--- src/rtl/cmap_xfer_pkg.sv ---
package cmap_xfer_pkg;

    typedef enum logic [1:0] {
        TGT_CMAP = 2'b00,
        TGT_RSVD = 2'b01,
        TGT_CURS = 2'b10,
        TGT_OVLY = 2'b11
    } tgt_e;

    typedef enum logic [1:0] {
        ST_IDLE,
        ST_ARMED,
        ST_FETCH,
        ST_STORE
    } st_e;

    localparam int CTL_EN_BIT   = 31;
    localparam int CTL_WAIT_BIT = 30;
    localparam int CTL_OFFS_LSB = 16;
    localparam int CTL_TGT_LSB  = 14;
    localparam int CURS_ENTRIES = 4;
    localparam int RGB_W        = 24;

endpackage

--- src/rtl/cmap_ctl_decode.sv ---
module cmap_ctl_decode
    import cmap_xfer_pkg::*;
#(
    parameter int LUT_AW = 10,
    parameter int LEN_W  = 10
) (
    input  logic [31:0]       ctl_word,
    output logic              go,
    output logic              wait_blank,
    output tgt_e              tgt,
    output logic [LUT_AW-1:0] offs,
    output logic [LEN_W-1:0]  len
);

    localparam int OFFS_MSB = CTL_OFFS_LSB + LUT_AW - 1;

    logic unused_ctl_bits;
    assign unused_ctl_bits = ^{ctl_word[CTL_WAIT_BIT-1:OFFS_MSB+1],
                               ctl_word[CTL_TGT_LSB-1:LEN_W]};

    always_comb begin
        tgt        = tgt_e'(ctl_word[CTL_TGT_LSB +: 2]);
        offs       = ctl_word[CTL_OFFS_LSB +: LUT_AW];
        len        = ctl_word[LEN_W-1:0];
        wait_blank = ctl_word[CTL_WAIT_BIT];
        go         = ctl_word[CTL_EN_BIT] && (tgt != TGT_RSVD) && (len != '0);
    end

endmodule

--- src/rtl/cmap_blank_sync.sv ---
module cmap_blank_sync (
    input  logic clk,
    input  logic rst_n,
    input  logic vblank,
    output logic blank_start
);

    logic vblank_q;

    always_ff @(posedge clk) begin
        if (!rst_n) vblank_q <= 1'b0;
        else        vblank_q <= vblank;
    end

    assign blank_start = vblank && !vblank_q;

endmodule

--- src/rtl/cmap_xfer_seq.sv ---
module cmap_xfer_seq
    import cmap_xfer_pkg::*;
#(
    parameter int SRC_AW = 12,
    parameter int LUT_AW = 10,
    parameter int LEN_W  = 10
) (
    input  logic              clk,
    input  logic              rst_n,
    input  logic              ctl_we,
    input  logic              go,
    input  logic              wait_blank,
    input  tgt_e              tgt,
    input  logic [LUT_AW-1:0] offs,
    input  logic [LEN_W-1:0]  len,
    input  logic              src_we,
    input  logic [SRC_AW-1:0] src_data,
    input  logic              blank_start,
    input  logic [31:0]       rd_data,
    output logic              busy,
    output logic              rd_en,
    output logic [SRC_AW-1:0] rd_addr,
    output logic              lut_we,
    output tgt_e              lut_tgt,
    output logic [LUT_AW-1:0] lut_addr,
    output logic [RGB_W-1:0]  lut_data
);

    localparam int CURS_AW = $clog2(CURS_ENTRIES);

    st_e               state, state_nx;
    logic [SRC_AW-1:0] src_q;
    logic [LUT_AW-1:0] dst_q;
    logic [LEN_W-1:0]  len_q;
    logic [LEN_W-1:0]  idx_q;
    tgt_e              tgt_q;
    logic              accept;
    logic              last;
    logic [LUT_AW-1:0] dst_lin;

    logic unused_top_byte;
    assign unused_top_byte = ^rd_data[31:RGB_W];

    assign accept  = ctl_we && go && (state == ST_IDLE);
    assign last    = (idx_q == len_q - LEN_W'(1));
    assign dst_lin = dst_q + LUT_AW'(idx_q);

    // next-state logic
    always_comb begin
        state_nx = state;
        unique case (state)
            ST_IDLE:  if (accept) state_nx = wait_blank ? ST_ARMED : ST_FETCH;
            ST_ARMED: if (blank_start) state_nx = ST_FETCH;
            ST_FETCH: state_nx = ST_STORE;
            ST_STORE: state_nx = last ? ST_IDLE : ST_FETCH;
            default:  state_nx = ST_IDLE;
        endcase
    end

    // state register
    always_ff @(posedge clk) begin
        if (!rst_n) state <= ST_IDLE;
        else        state <= state_nx;
    end

    // transfer parameters and entry counter
    always_ff @(posedge clk) begin
        if (!rst_n) begin
            src_q <= '0;
            dst_q <= '0;
            len_q <= '0;
            idx_q <= '0;
            tgt_q <= TGT_CMAP;
        end else begin
            if (src_we && state == ST_IDLE) src_q <= src_data;
            if (accept) begin
                dst_q <= offs;
                len_q <= len;
                tgt_q <= tgt;
                idx_q <= '0;
            end else if (state == ST_STORE) begin
                idx_q <= idx_q + LEN_W'(1);
            end
        end
    end

    // outputs
    always_comb begin
        busy     = 1'b0;
        rd_en    = 1'b0;
        lut_we   = 1'b0;
        rd_addr  = src_q + SRC_AW'(idx_q);
        lut_tgt  = tgt_q;
        lut_data = rd_data[RGB_W-1:0];
        lut_addr = (tgt_q == TGT_CURS) ? LUT_AW'(dst_lin[CURS_AW-1:0]) : dst_lin;
        unique case (state)
            ST_IDLE:  busy = 1'b0;
            ST_ARMED: busy = 1'b1;
            ST_FETCH: begin busy = 1'b1; rd_en  = 1'b1; end
            ST_STORE: begin busy = 1'b1; lut_we = 1'b1; end
            default:  busy = 1'b0;
        endcase
    end

    // an armed transfer holds until a blank begins
    a_r7_hold_until_blank: assert property (@(posedge clk) disable iff (!rst_n)
        (state == ST_ARMED && !blank_start) |=> (state == ST_ARMED && !lut_we));

    // every staging read is followed by a table write
    a_r8_read_then_write: assert property (@(posedge clk) disable iff (!rst_n)
        rd_en |=> lut_we);

    // busy only drops right after a table write
    a_r8_busy_ends_on_write: assert property (@(posedge clk) disable iff (!rst_n)
        $fell(busy) |-> $past(lut_we));

    // cursor writes stay in the four-entry table
    a_r6_cursor_range: assert property (@(posedge clk) disable iff (!rst_n)
        (lut_we && lut_tgt == TGT_CURS) |-> (lut_addr < LUT_AW'(CURS_ENTRIES)));

    // the reserved code never reaches the table port
    a_r2_no_reserved_target: assert property (@(posedge clk) disable iff (!rst_n)
        lut_we |-> (lut_tgt != TGT_RSVD));

    // table parameters are frozen while busy
    a_r9_frozen_while_busy: assert property (@(posedge clk) disable iff (!rst_n)
        (busy && ctl_we) |=> ($stable(len_q) && $stable(dst_q)));

    // the source register does not move during a transfer
    a_r10_src_frozen: assert property (@(posedge clk) disable iff (!rst_n)
        (busy && src_we) |=> $stable(src_q));

endmodule

--- src/rtl/cmap_xfer_ctrl.sv ---
module cmap_xfer_ctrl
    import cmap_xfer_pkg::*;
#(
    parameter int SRC_AW = 12,
    parameter int LUT_AW = 10,
    parameter int LEN_W  = 10
) (
    input  logic              clk,
    input  logic              rst_n,
    input  logic              ctl_we,
    input  logic [31:0]       ctl_data,
    input  logic              src_we,
    input  logic [SRC_AW-1:0] src_data,
    input  logic              vblank,
    output logic              stg_rd_en,
    output logic [SRC_AW-1:0] stg_rd_addr,
    input  logic [31:0]       stg_rd_data,
    output logic              busy,
    output logic              lut_we,
    output logic [1:0]        lut_tgt,
    output logic [LUT_AW-1:0] lut_addr,
    output logic [RGB_W-1:0]  lut_data
);

    logic              go;
    logic              wait_blank;
    tgt_e              dec_tgt;
    tgt_e              wr_tgt;
    logic [LUT_AW-1:0] dec_offs;
    logic [LEN_W-1:0]  dec_len;
    logic              blank_start;

    cmap_ctl_decode #(.LUT_AW(LUT_AW), .LEN_W(LEN_W)) u_dec (
        .ctl_word   (ctl_data),
        .go         (go),
        .wait_blank (wait_blank),
        .tgt        (dec_tgt),
        .offs       (dec_offs),
        .len        (dec_len)
    );

    cmap_blank_sync u_blank (
        .clk         (clk),
        .rst_n       (rst_n),
        .vblank      (vblank),
        .blank_start (blank_start)
    );

    cmap_xfer_seq #(.SRC_AW(SRC_AW), .LUT_AW(LUT_AW), .LEN_W(LEN_W)) u_seq (
        .clk         (clk),
        .rst_n       (rst_n),
        .ctl_we      (ctl_we),
        .go          (go),
        .wait_blank  (wait_blank),
        .tgt         (dec_tgt),
        .offs        (dec_offs),
        .len         (dec_len),
        .src_we      (src_we),
        .src_data    (src_data),
        .blank_start (blank_start),
        .rd_data     (stg_rd_data),
        .busy        (busy),
        .rd_en       (stg_rd_en),
        .rd_addr     (stg_rd_addr),
        .lut_we      (lut_we),
        .lut_tgt     (wr_tgt),
        .lut_addr    (lut_addr),
        .lut_data    (lut_data)
    );

    assign lut_tgt = wr_tgt;

    // busy only rises after a control write
    a_r2_start_needs_write: assert property (@(posedge clk) disable iff (!rst_n)
        $rose(busy) |-> $past(ctl_we));

    // nothing is written while idle
    a_r1_quiet_when_idle: assert property (@(posedge clk) disable iff (!rst_n)
        !busy |-> !lut_we);

endmodule

--- config.mk ---
export PLATFORM = sky130hd
export DESIGN_NAME = cmap_xfer_ctrl
export DESIGN_NICKNAME = d
export VERILOG_FILES = /design/src/rtl/cmap_xfer_pkg.sv /design/src/rtl/cmap_ctl_decode.sv /design/src/rtl/cmap_blank_sync.sv /design/src/rtl/cmap_xfer_seq.sv /design/src/rtl/cmap_xfer_ctrl.sv
export SDC_FILE = /design/constraint.sdc
export NUM_CORES = 1
export LEC_CHECK = 0
export ABC_AREA = 1
export CAP_MARGIN = 10
export CORE_MARGIN = 3
export CORE_UTILIZATION = 30
export CTS_CLUSTER_DIAMETER = 150
export DETAILED_ROUTE_END_ITERATION = 8
export GPL_ROUTABILITY_DRIVEN = 0
export HOLD_SLACK_MARGIN = 0.1
export MAX_ROUTING_LAYER = met4
export PLACE_DENSITY = 0.64
export REMOVE_ABC_BUFFERS = 1
export SETUP_SLACK_MARGIN = 0.3
export SLEW_MARGIN = 20
export SYNTH_ARGS = -nofsm -noshare
export SYNTH_HDL_FRONTEND = slang
export SYNTH_SLANG_ARGS = --single-unit
export TNS_END_PERCENT = 20
--- constraint.sdc ---
create_clock -name clk -period 1.8 [get_ports clk]
set_clock_uncertainty 0.05 [all_clocks]
set_input_delay 0.18 -clock clk [delete_from_list [all_inputs] [get_ports clk]]
set_output_delay 0.18 -clock clk [all_outputs]
set_load 0.1 [all_outputs]
# Word level (Yosys, flattened, before mapping)
# Cells that the tools add are included.
dict set report totals {
  reg_bits 47
  latch_bits 0
  mem_bits_rw 0
  rom_bits 0
  in_bits 81
  word_cells 41
  mem_count 0
}
dict set report classes {
  addsub 4
  mul 0
  div_mod_pow 0
  order_cmp 0
  n_eq_ne 8
  shifts 0
  muxes 9
  bitwise_logic 1
  reduce_logical 12
}
# op n
set op_table {}
lappend op_table {{$add A12 B10 Y12} 1}
lappend op_table {{$add A10 B1 Y10 const B} 1}
lappend op_table {{$add A10 B10 Y10} 1}
lappend op_table {{$eq A10 B10 Y1} 1}
lappend op_table {{$mux W10} 1}
lappend op_table {{$reduce_bool A10 Y1} 1}
lappend op_table {{$sub A10 B1 Y10 const B} 1}
lappend op_table {{$mux W2} 4}
lappend op_table {{$pmux W2 S4} 1}
lappend op_table {{$eq A2 B2 Y1 const B} 3}
lappend op_table {{$logic_and A1 B1 Y1} 6}
lappend op_table {{$ne A2 B1 Y1 const B} 2}
lappend op_table {{$reduce_or A3 Y1} 1}
lappend op_table {{$eq A2 B1 Y1 const B} 1}
lappend op_table {{$logic_not A2 Y1} 1}
lappend op_table {{$mux W1} 2}
lappend op_table {{$ne A2 B2 Y1 const B} 1}
lappend op_table {{$pmux W1 S2} 1}
lappend op_table {{$reduce_and A2 Y1} 1}
lappend op_table {{$reduce_or A2 Y1} 1}
lappend op_table {{$logic_not A1 Y1} 1}
lappend op_table {{$not A1 Y1} 1}

# Logic depth before layout (Yosys ltp)
# Gate-level depths: netlist of run 1.
dict set report logic_depth {
  ltp_word 7
  ltp_mapped 14
  ltp_nobuf 14
}

# Hierarchy
# Synthesis of run 1 repeated with hierarchy kept, for this count alone.
dict set report hier_totals {
  cells_unflattened 504
  hier_area_um2 3442.1
}
# mod n_inst cells_per_inst area_each_um2 seq_area_each_um2
set modules_own_cells {}
lappend modules_own_cells {cmap_xfer_seq 1 465 3188.1 920.9}
lappend modules_own_cells {cmap_ctl_decode 1 34 216.5 0.0}
lappend modules_own_cells {cmap_blank_sync 1 5 37.5 20.0}

# Worst setup path before layout of run 1
# No wires, ideal clock.
dict set report synth_path {
  kind {reg-to-output}
  start {reg u_seq.idx_q[0]}
  end {out lut_addr[6]}
  arrival_ns 3.626
  required_time_ns 1.570
  path_slack_ns -2.056
  stages_incl_launch_ff 11
  cell_sequence {dfxtp_1 ha_1 inv_1 fa_1 o21ai_0 nand2_1 nand2_1 nand2_1 nand2_1 nor2_1 nor3_1}
}
dict set report synth_via {
  elab_chain_len 2
}
# item line_no
set synth_rtl {}
lappend synth_rtl {{from (decl)} cmap_xfer_seq.sv:35} ;# logic [LEN_W-1:0] idx_q;
lappend synth_rtl {{from (signal assigned)} cmap_xfer_seq.sv:82} ;# idx_q <= idx_q + LEN_W'(1);
lappend synth_rtl {{$add A10 B10 Y10} cmap_xfer_seq.sv:46} ;# assign dst_lin = dst_q + LUT_AW'(idx_q);
lappend synth_rtl {{$mux W10} cmap_xfer_seq.sv:95} ;# lut_addr = (tgt_q == TGT_CURS) ? LUT_AW'(dst_lin[CURS_AW-1:0]) : dst_lin;
lappend synth_rtl {{to (decl)} cmap_xfer_ctrl.sv:21} ;# output logic [LUT_AW-1:0] lut_addr,
# No other way between the ends.

# Worst setup path after layout of run 1
# Same ends and word-level chain as after synthesis.

==> qor.csv, run 1 <==
stage,metric,value,unit
status,status,finished with violations,
status,violated checks,negative setup slack,
worst_setup_path,Worst Path Required,1.57,ns
clocking,clock sinks,47,
detailed_routing,via count,3509,
clocking,Worst-path clk slew,0.09,ns
sta,worst slew pin tran,0.2775,ns
grt,antenna violations before repair,0,
sta,FMAX,421.0,MHz
detailed_routing,vias per inst,4.755,
worst_setup_path,Worst path slowest cell,dfxtp_4,
finish,area grow syn2layout,63.91,%
sta,Final setup viols,20,
power_and_ir_drop,worst-case vdd ir drop,0.0005248,V
worst_setup_path,Crit path max-delay family,adder cells,
yosys,Post-synth EDFFs,0,
floorplan,Die W,110.1,microns
finish,final cell count without fillers,738,
detailed_routing,remaining antenna violation count,0,
worst_setup_path,critical-path cell list,"ha_4, inv_2, fa_2, o21ai_2, nand2_1, nand2_1, nand2_2, nand2_2, nor2_2, nor3_2, buf_4, buf_12",
sta,unrepaired setup endpoints after global routing,true,
yosys,xor and xnor area share after synthesis,4.314,%
finish,layout cell share with drive strength beyond 1,35.22,%
clocking,CTS buffer count,5,
yosys,Yosys reg bits,47,
detailed_routing,initial DRC count,220,
yosys,Main synth FF type,dfxtp_1,
floorplan,IO Pins,132,
yosys,cell area after synthesis,3248,sq um
finish,Antenna Cells,0,
placed_design,pre-CTS setup slack,-0.4340,ns
detailed_routing,residual DRC count,0,
detailed_routing,final wirelength,10480,microns
sta,Final Critical Period,2.375,ns
sta,worst setup margin,-0.5752,ns
power_and_ir_drop,Switching Fraction,40.52,%
worst_hold_path,Hold WC Path Type,input port to output pin,
power_and_ir_drop,cell internal pwr,0.002004,W
worst_setup_path,nature of the critical path endpoint,output pin,
floorplan,initial cell density of the core,31.18,%
clocking,clk root buf,clkbuf_8,
sta,final max-slew violation count,0,
worst_setup_path,Crit Path Max Fanout,2,
worst_setup_path,Setup Crit Path Kind,register to output pin,
power_and_ir_drop,sequential share of power,35.4,%
yosys,largest family of logic cells by synthesized area,simple AND/OR/NAND/NOR gates,
floorplan,die height,110.1,microns
clocking,htree depth,2,
yosys,"Distinct cells, synth",31,
finish,# nets final,705,
sta,Final period util,132.0,%
yosys,Synth Area in Compound Gates,16.49,%
worst_setup_path,CP Launch Type,register,
worst_setup_path,Worst Path Arrival,2.15,ns
detailed_routing,drt wl/cell,14.21,microns
worst_hold_path,WHS Path Cells,0,
power_and_ir_drop,Pleak,2.312,nW
grt,first-pass GRT wire length,15860,microns
floorplan,Die Area,12110,sq um
grt,GRT overflow,0,
yosys,Synth Area in Simple Gates,26.58,%
clocking,TritonCTS clock tree,built,
clocking,clk buf depth,2,
worst_setup_path,buffer and inverter count on the worst path,3,
grt,gr usage total,17.22,%
power_and_ir_drop,PD cells,632.8,nW/um^2
floorplan,Core ar.,10420,sq um
placed_design,cell count after placement,721,
worst_setup_path,CP Depth,12,
yosys,Mapped Cells,493,
yosys,async set or reset register ratio after synthesis,0,%
worst_setup_path,CP max stage delay,0.38,ns
job,max_cap viols,0,
power_and_ir_drop,combinational power share,44.6,%
power_and_ir_drop,Sw Pwr,0.001365,W
placed_design,Port-buffer cells,67,
yosys,syn_area_per_cell,6.588,sq um
clocking,clk_lat worst skew,0.31,ns
sta,Max-slew headroom,81.37,%
power_and_ir_drop,overall power,0.003369,W
power_and_ir_drop,Clk network pwr share,20.1,%
yosys,Post-Synth Adder-Cell Area,9.322,%
floorplan,# rows,37,
sta,Setup Total Neg Slack,-7.312,ns
worst_setup_path,worst r2r path cells,11,
yosys,register area share after synthesis,28.97,%
grt,vias in the first global route,3413,
sta,Final Hold Viols,0,
detailed_routing,first-pass iteration count of the detailed router,4,
clocking,# hold bufs at CTS,0,
placed_design,HPWL Detailed,7906,microns
grt,largest net degree at the start of global routing,25,
yosys,Synth Warn #,0,
yosys,multiplexer share of the synthesized area,0,%
[placed cells by master (no fill, tap or decap), types with 2 or more instances in the layout]
cell type / count
o21ai_0: 37
clkdlybuf4s50_1: 40
nand4_1: 6
nor3_2: 4
buf_4: 64
nand3_1: 20
nand2_1: 77
inv_1: 54
o21ai_2: 3
nor2_4: 4
ha_1: 4
xor2_1: 6
dfxtp_1: 30
a21oi_1: 35
buf_6: 6
fa_2: 2
inv_2: 9
dfxtp_4: 6
a21oi_2: 14
nand2_4: 4
ha_4: 16
clkbuf_16: 2
nand3_2: 8
nor2_2: 6
xor2_2: 2
o21ai_1: 9
nor2_1: 59
xnor2_1: 5
buf_12: 23
nor3_4: 2
nand2_2: 9
inv_6: 2
clkbuf_8: 5
o21bai_1: 2
nand3b_1: 2
dfxtp_2: 11
[synth_stat cells, types with 2 or more instances]
cell type  number  area, sq um
fa_1            2        40.04
dfxtp_1        47        940.9
a21oi_1        49        245.2
nand3b_1        2        15.01
buf_2           3        15.01
nor3_1          5        25.02
o21ai_0        49        245.2
xor2_1          9        78.83
ha_1           21        262.8
o21bai_1        2        15.01
buf_4          24        180.2
xnor2_1         7        61.31
nand3_1        28        140.1
clkbuf_1        5        18.77
nand2_1        89        334.1
nand4_1         6        37.54
nor2_1         68        255.2
inv_1          62        232.7
buf_1           3        11.26
[registers in the layout (all words and copies together), names as in the netlist]
register / cells
u_seq.lut_tgt: 2
u_seq.dst_q: 10
u_seq.len_q: 10
u_seq.idx_q: 10
u_blank.vblank_q: 1
u_seq.state: 2
u_seq.src_q: 12
[final cells by class]
cell class,count,area (sq um)
fill,999,5092
multi-input combinational,347,2351
timing repair buffer,136,1491
sequential,47,977.2
inverter,64,242.7
tap,136,170.2
clock buffer,5,68.82
clock inverter,3,22.52
[power by group through the flow]
stage	Clock [W]	Combinational, W	Sequential (W)
final	0.000676	0.00150	0.00119
after floorplan	0	0.000802	0.00121
after global routing	0.000752	0.00161	0.00120
after global placement	0	0.00136	0.00120
after CTS	0.000687	0.00144	0.00118
after detailed placement	0	0.00138	0.00120
[logic make-up after synthesis]
group	Yosys count
AO/OA/AOI/OAI	104
XOR/XNOR	16
adder cells (fa/ha/maj)	23
buffers and inverters	99
flip-flops	47
AND/OR/NAND/NOR	204
[path summary, 6_finish.rpt]
path | start | end | slack, ns
min reg2reg | u_seq.dst_q[7]$_SDFFE_PN0P_ | u_seq.dst_q[7]$_SDFFE_PN0P_ | 0.41
min | stg_rd_data[10] | lut_data[10] | 0.31
max | u_seq.idx_q[0]$_SDFFE_PP0P_ | lut_addr[6] | -0.58
max reg2reg | u_seq.idx_q[0]$_SDFFE_PP0P_ | u_seq.idx_q[8]$_SDFFE_PP0P_ | 0.14
[per-layer routing]
metal	global-route usage, %	vias up	wire, microns
li1	-	1790	-
met1	22.94	1585	4941
met2	26.13	123	4684
met3	4.543	11	743
met4	4.096	0	114
met5	-	-	0
[repair_timing]
item | 4_1_cts | 5_1_grt
setup buffers | 2 | 7
resized for setup | 59 | 85
pin swaps | 28 | 46
cloned | 0 | 0
endpoints found under the setup margin | 37 | 37
[per-stage QoR]
| stage | util (%) | hold WS (ns) | cell area, sq um |
|---|---|---|---|
| 6_report | 51.11 | 0.3110 | 5324 |
| 5_1_grt | 51.11 | 0.3109 | 5324 |
| 3_5_place_dp | 43.89 | 0.3123 | 4572 |
| 2_1_floorplan | - | 0.2235 | 3023 |
| 3_3_place_gp | 43.89 | 0.3123 | 4572 |
| 4_1_cts | 46.98 | 0.3123 | 4893 |
Power figures use the tool's default switching activity.
==> inputs of run 2 (changes only) <==
Settings changed: SKIP_CTS_REPAIR_TIMING set to 1.
==> qor.csv, run 2 (synthesis gave the netlist of run 1 again) <==
stage,metric,value,unit
status,status,finished with violations,
status,violated checks,negative setup slack,
detailed_routing,remaining antenna violation count,0,
grt,GRT overflow,0,
clocking,Worst-path clk slew,0.09,ns
detailed_routing,final wirelength,10230,microns
placed_design,Port-buffer cells,67,
power_and_ir_drop,Pleak,2.259,nW
worst_setup_path,nature of the critical path endpoint,output pin,
finish,"commonest non-fill, non-tap cell in the layout",nand2_1,
placed_design,HPWL Detailed,7906,microns
grt,met1 usage,22.65,%
grt,GRT busiest layer,met2,
power_and_ir_drop,Switching Fraction,40.56,%
clocking,clk_lat worst skew,0.31,ns
worst_setup_path,Worst Path Arrival,2.13,ns
sta,Max-slew headroom,78.85,%
sta,FMAX,424.5,MHz
floorplan,initial cell density of the core,31.18,%
detailed_routing,vias per inst,4.728,
power_and_ir_drop,worst-case vdd ir drop,0.0005243,V
finish,most frequent cells in the layout,"nand2_1 (81), buf_4 (62), nor2_1 (60)",
clocking,CTS buffer count,5,
sta,Hold WS,0.3110,ns
floorplan,Die Area,12110,sq um
floorplan,die height,110.1,microns
detailed_routing,residual DRC count,0,
clocking,clk root buf,clkbuf_8,
clocking,clock sinks,47,
finish,number of flip-flops in the largest register,12,
finish,layout cell share with drive strength beyond 1,30.94,%
job,max_cap viols,0,
finish,area grow syn2layout,58.67,%
grt,antenna violations before repair,0,
sta,Final period util,130.9,%
finish,Biggest register,u_seq.src_q,
sta,Final Critical Period,2.356,ns
worst_setup_path,Setup Crit Path Kind,register to output pin,
power_and_ir_drop,cell internal pwr,0.001982,W
floorplan,Die W,110.1,microns
grt,gr usage total,16.56,%
power_and_ir_drop,combinational power share,44.1,%
power_and_ir_drop,Sw Pwr,0.001353,W
grt,GR Util met3,4.543,%
sta,worst slew pin tran,0.3183,ns
power_and_ir_drop,Clk network pwr share,20.2,%
worst_setup_path,worst r2r path cells,8,
grt,vias in the first global route,3296,
sta,worst setup margin,-0.5555,ns
power_and_ir_drop,sequential share of power,35.7,%
finish,final core area utilization,49.48,%
worst_hold_path,Hold WC Path Type,input port to output pin,
sta,Final setup viols,20,
worst_setup_path,reg2reg setup slack,0.14,ns
worst_setup_path,CP Launch Type,register,
finish,# nets final,701,
sta,unrepaired setup endpoints after global routing,true,
detailed_routing,via count,3470,
finish,Antenna Cells,0,
grt,largest net degree at the start of global routing,25,
clocking,TritonCTS clock tree,built,
floorplan,Core ar.,10420,sq um
floorplan,# rows,37,
grt,met2 Usage GRT,24.26,%
sta,final max-slew violation count,0,
power_and_ir_drop,PD cells,647.2,nW/um^2
grt,first-pass GRT wire length,15260,microns
floorplan,IO Pins,132,
worst_hold_path,WHS Path Cells,0,
sta,Final Hold Viols,0,
clocking,clk buf depth,2,
detailed_routing,drt wl/cell,13.94,microns
detailed_routing,initial DRC count,208,
clocking,htree depth,2,
worst_setup_path,Worst Path Required,1.57,ns
detailed_routing,first-pass iteration count of the detailed router,4,
sta,Setup Total Neg Slack,-7.975,ns
worst_setup_path,Crit Path Max Fanout,5,
[run 2: cell count changes in the layout (fill, tap and decap cells not counted), moves of 4 or more]
cell	before	now
a21oi_2	14	8
ha_1	4	8
nand2_1	77	81
a21oi_1	35	40
[run 2: per-layer routing]
metal / part of all wire [%] / vias to the layer above
met5: 0 / -
met2: 45 / 110
li1: - / 1777
met4: 1.0 / 0
met3: 7.2 / 11
met1: 47 / 1572
[run 2: final timing paths]
check | to | from
max | stg_rd_addr[8] | u_seq.idx_q[0]$_SDFFE_PP0P_
min | lut_data[10] | stg_rd_data[10]
max reg2reg | u_seq.idx_q[9]$_SDFFE_PP0P_ | u_seq.idx_q[1]$_SDFFE_PP0P_
min reg2reg | u_seq.dst_q[9]$_SDFFE_PN0P_ | u_seq.dst_q[9]$_SDFFE_PN0P_
[run 2: per-stage QoR]
step / total power, W / cell area [sq um] / setup slack (ns) / cells
after floorplan: 0.002007 / 3023 / -2.056 / 458
after global placement: 0.002558 / 4572 / -0.3568 / 721
after detailed placement: 0.002577 / 4572 / -0.4340 / 721
after CTS: 0.003246 / 4663 / -0.7839 / 729
after global routing: 0.003528 / 5154 / -0.6756 / 734
final: 0.003335 / 5154 / -0.5555 / 734
[run 2: power groups by stage]
stage	Combinational [W]	Clock [W]	Sequential [W]
finish	0.00147	0.000674	0.00119
global route	0.00158	0.000751	0.00120
CTS	0.00138	0.000687	0.00117
detailed placement	0.00138	0	0.00120
global placement	0.00136	0	0.00120
floorplan	0.000802	0	0.00121
[run 2: worst max-delay path: stages (launching register included)]
cell	delay (ns)
dfxtp_4	0.38
buf_6	0.12
ha_4	0.13
inv_2	0.04
fa_2	0.41
inv_2	0.08
a21oi_2	0.06
nor2_1	0.13
nor2_2	0.07
xnor2_2	0.21
buf_12	0.20
[run 2: layout make-up]
type / count / area [sq um]
clock buffers: 5 / 68.82
clock inverters: 3 / 22.52
fillers: 1013 / 5263
inverters: 64 / 244.0
multi-input cells: 347 / 2246
flip-flops and latches: 47 / 970.9
well taps: 136 / 170.2
repair buffers: 132 / 1431
==> inputs of run 3 (changes only) <==
Settings changed: DONT_BUFFER_PORTS set to 1, PLACE_DENSITY 0.64 to 0.48.
==> qor.csv, run 3 (synthesis gave the netlist of run 1 again) <==
stage,metric,value,unit
status,status,finished with violations,
status,violated checks,negative setup slack,
grt,antenna violations before repair,0,
worst_hold_path,WHS Path Cells,2,
finish,"commonest non-fill, non-tap cell in the layout",nand2_1,
power_and_ir_drop,worst-case vdd ir drop,0.0004136,V
finish,area grow syn2layout,57.97,%
finish,register area,957.2,sq um
worst_setup_path,Crit path max-delay family,adder cells,
finish,Finished Cell Area,5131,sq um
grt,vias in the first global route,3048,
sta,FMAX,428.1,MHz
placed_design,HPWL Detailed,7707,microns
floorplan,IO Pins,132,
worst_setup_path,Crit Path Max Fanout,3,
detailed_routing,first-pass iteration count of the detailed router,4,
worst_setup_path,CP max stage delay,0.41,ns
sta,unrepaired setup endpoints after global routing,true,
detailed_routing,final wirelength,10210,microns
worst_setup_path,CP Launch Type,register,
sta,Final Critical Period,2.336,ns
floorplan,Die W,110.1,microns
sta,Hold WS,0.1111,ns
worst_setup_path,Setup Crit Path Kind,register to output pin,
floorplan,Core ar.,10420,sq um
worst_setup_path,critical-path cell list,"buf_6, ha_4, inv_2, fa_2, inv_2, a21oi_2, nor2_1, nor2_2, xnor2_2, buf_12",
detailed_routing,met2 wire length,4545,microns
worst_setup_path,buffer and inverter count on the worst path,4,
grt,first-pass GRT wire length,14990,microns
worst_setup_path,R2R Path Start,u_seq.idx_q[0]$_SDFFE_PP0P_,
clocking,CTS buffer count,5,
worst_setup_path,Worst Path Arrival,2.11,ns
floorplan,# rows,37,
worst_setup_path,FF-to-FF End,u_seq.idx_q[8]$_SDFFE_PP0P_,
worst_hold_path,Hold WC Path Type,input port to register,
clocking,htree depth,2,
floorplan,Die Area,12110,sq um
placed_design,Port-buffer cells,0,
detailed_routing,remaining antenna violation count,0,
finish,area taken by multi-input logic gates,2248,sq um
worst_setup_path,Worst path slowest cell,fa_2,
grt,gr usage total,16.47,%
worst_hold_path,HP Start,ctl_data[16],
clocking,clk_lat worst skew,0.31,ns
finish,most frequent cells in the layout,"nand2_1 (83), buf_4 (68), nor2_1 (61)",
worst_setup_path,nature of the critical path endpoint,output pin,
worst_setup_path,Crit path top cell by count,inv_2,
finish,Antenna Cells,0,
clocking,clock sinks,47,
worst_setup_path,Worst Path Required,1.57,ns
grt,largest net degree at the start of global routing,38,
sta,final max-slew violation count,0,
clocking,Worst-path clk slew,0.09,ns
sta,Max-slew headroom,79.63,%
sta,Final period util,129.8,%
finish,layout cell share with drive strength beyond 1,30.37,%
finish,# fillers,1022,
clocking,clk buf depth,2,
worst_hold_path,Worst Hold Path EP,u_seq.dst_q[0]$_SDFFE_PN0P_,
detailed_routing,M1 wire length,4973,microns
sta,Final Hold Viols,0,
finish,number of flip-flops in the largest register,12,
detailed_routing,residual DRC count,0,
grt,GRT overflow,0,
power_and_ir_drop,PD cells,691.1,nW/um^2
sta,worst setup margin,-0.5360,ns
finish,# nets final,699,
finish,Biggest register,u_seq.src_q,
detailed_routing,initial DRC count,98,
worst_setup_path,worst r2r path cells,12,
detailed_routing,drt wl/cell,13.95,microns
worst_setup_path,reg2reg setup slack,0.05,ns
power_and_ir_drop,Pleak,2.283,nW
sta,worst slew pin tran,0.3044,ns
sta,Final setup viols,20,
clocking,TritonCTS clock tree,built,
detailed_routing,vias per inst,4.684,
job,max_cap viols,0,
detailed_routing,met3 wire length,619,microns
floorplan,die height,110.1,microns
clocking,clk root buf,clkbuf_8,
detailed_routing,Top Layer Used,met4,
floorplan,initial cell density of the core,31.18,%
detailed_routing,via count,3429,
placed_design,Area after DPL,4237,sq um
[run 3: cell count changes in the layout (fill, tap and decap cells not counted), sizes merged]
cell           change
clkdlybuf4s50     -40
dlygate4sd3       +35
buf                +2
bufinv             +2
inv                -2
clkbuf             +1
[run 3: final cells by class]
| type | count | area share, % |
|---|---|---|
| clock buffers | 5 | 1.341 |
| clock inverters | 3 | 1.390 |
| inverters | 64 | 4.755 |
| multi-input cells | 347 | 43.82 |
| flip-flops and latches | 47 | 18.65 |
| well taps | 136 | 3.316 |
| repair buffers | 130 | 26.73 |
[run 3: per-layer routing]
layer  global-route usage (%)  vias up
li1                         -     1772
met1                    22.85     1565
met2                    24.13       87
met3                    4.485        5
met4                    3.206        0
met5                        -        -
[run 3: worst register-to-register path: stages (launching register included)]
cell and delay, ns:
dfxtp_2 0.37, buf_6 0.12, buf_4 0.10, buf_4 0.11, ha_1 0.16, inv_2 0.05, nor2_4 0.11, nand3_2 0.09
inv_2 0.09, nand3_2 0.07, nor3_2 0.13, xnor2_1 0.13, nor2_1 0.07
[run 3: how the worst max path moves through the flow]
stage / endpoint / cells after the start / start
5_1_grt: lut_addr[6] / 11 / u_seq.dst_q[0]$_SDFFE_PN0P_
6_report: stg_rd_addr[8] / 10 / u_seq.idx_q[0]$_SDFFE_PP0P_
3_3_place_gp: lut_addr[6] / 11 / u_seq.idx_q[0]$_SDFFE_PP0P_
4_1_cts: lut_addr[6] / 11 / u_seq.idx_q[0]$_SDFFE_PP0P_
2_1_floorplan: lut_addr[6] / 10 / u_seq.idx_q[0]$_SDFFE_PP0P_
3_5_place_dp: lut_addr[6] / 11 / u_seq.idx_q[0]$_SDFFE_PP0P_
[run 3: through the flow]
stage	instances	TNS, ns	worst slack, ns	util, %	total power (W)
3_5_place_dp	684	-3.366	-0.4479	40.67	0.002465
3_3_place_gp	684	-3.107	-0.3916	40.67	0.002454
4_1_cts	692	-9.745	-0.7880	42.02	0.003425
2_1_floorplan	458	-21.12	-2.056	-	0.002007
6_report	732	-7.071	-0.5360	49.26	0.003546
5_1_grt	732	-9.441	-0.6832	49.26	0.003741
[run 3: report_power, final]
| group | internal [W] | total [W] | switching, W | leakage (nW) |
|---|---|---|---|---|
| logic | 0.000535 | 0.00141 | 0.000873 | 1.82 |
| clock network | 0.000564 | 0.000958 | 0.000394 | 0.0703 |
| registers | 0.00111 | 0.00118 | 0.0000651 | 0.390 |
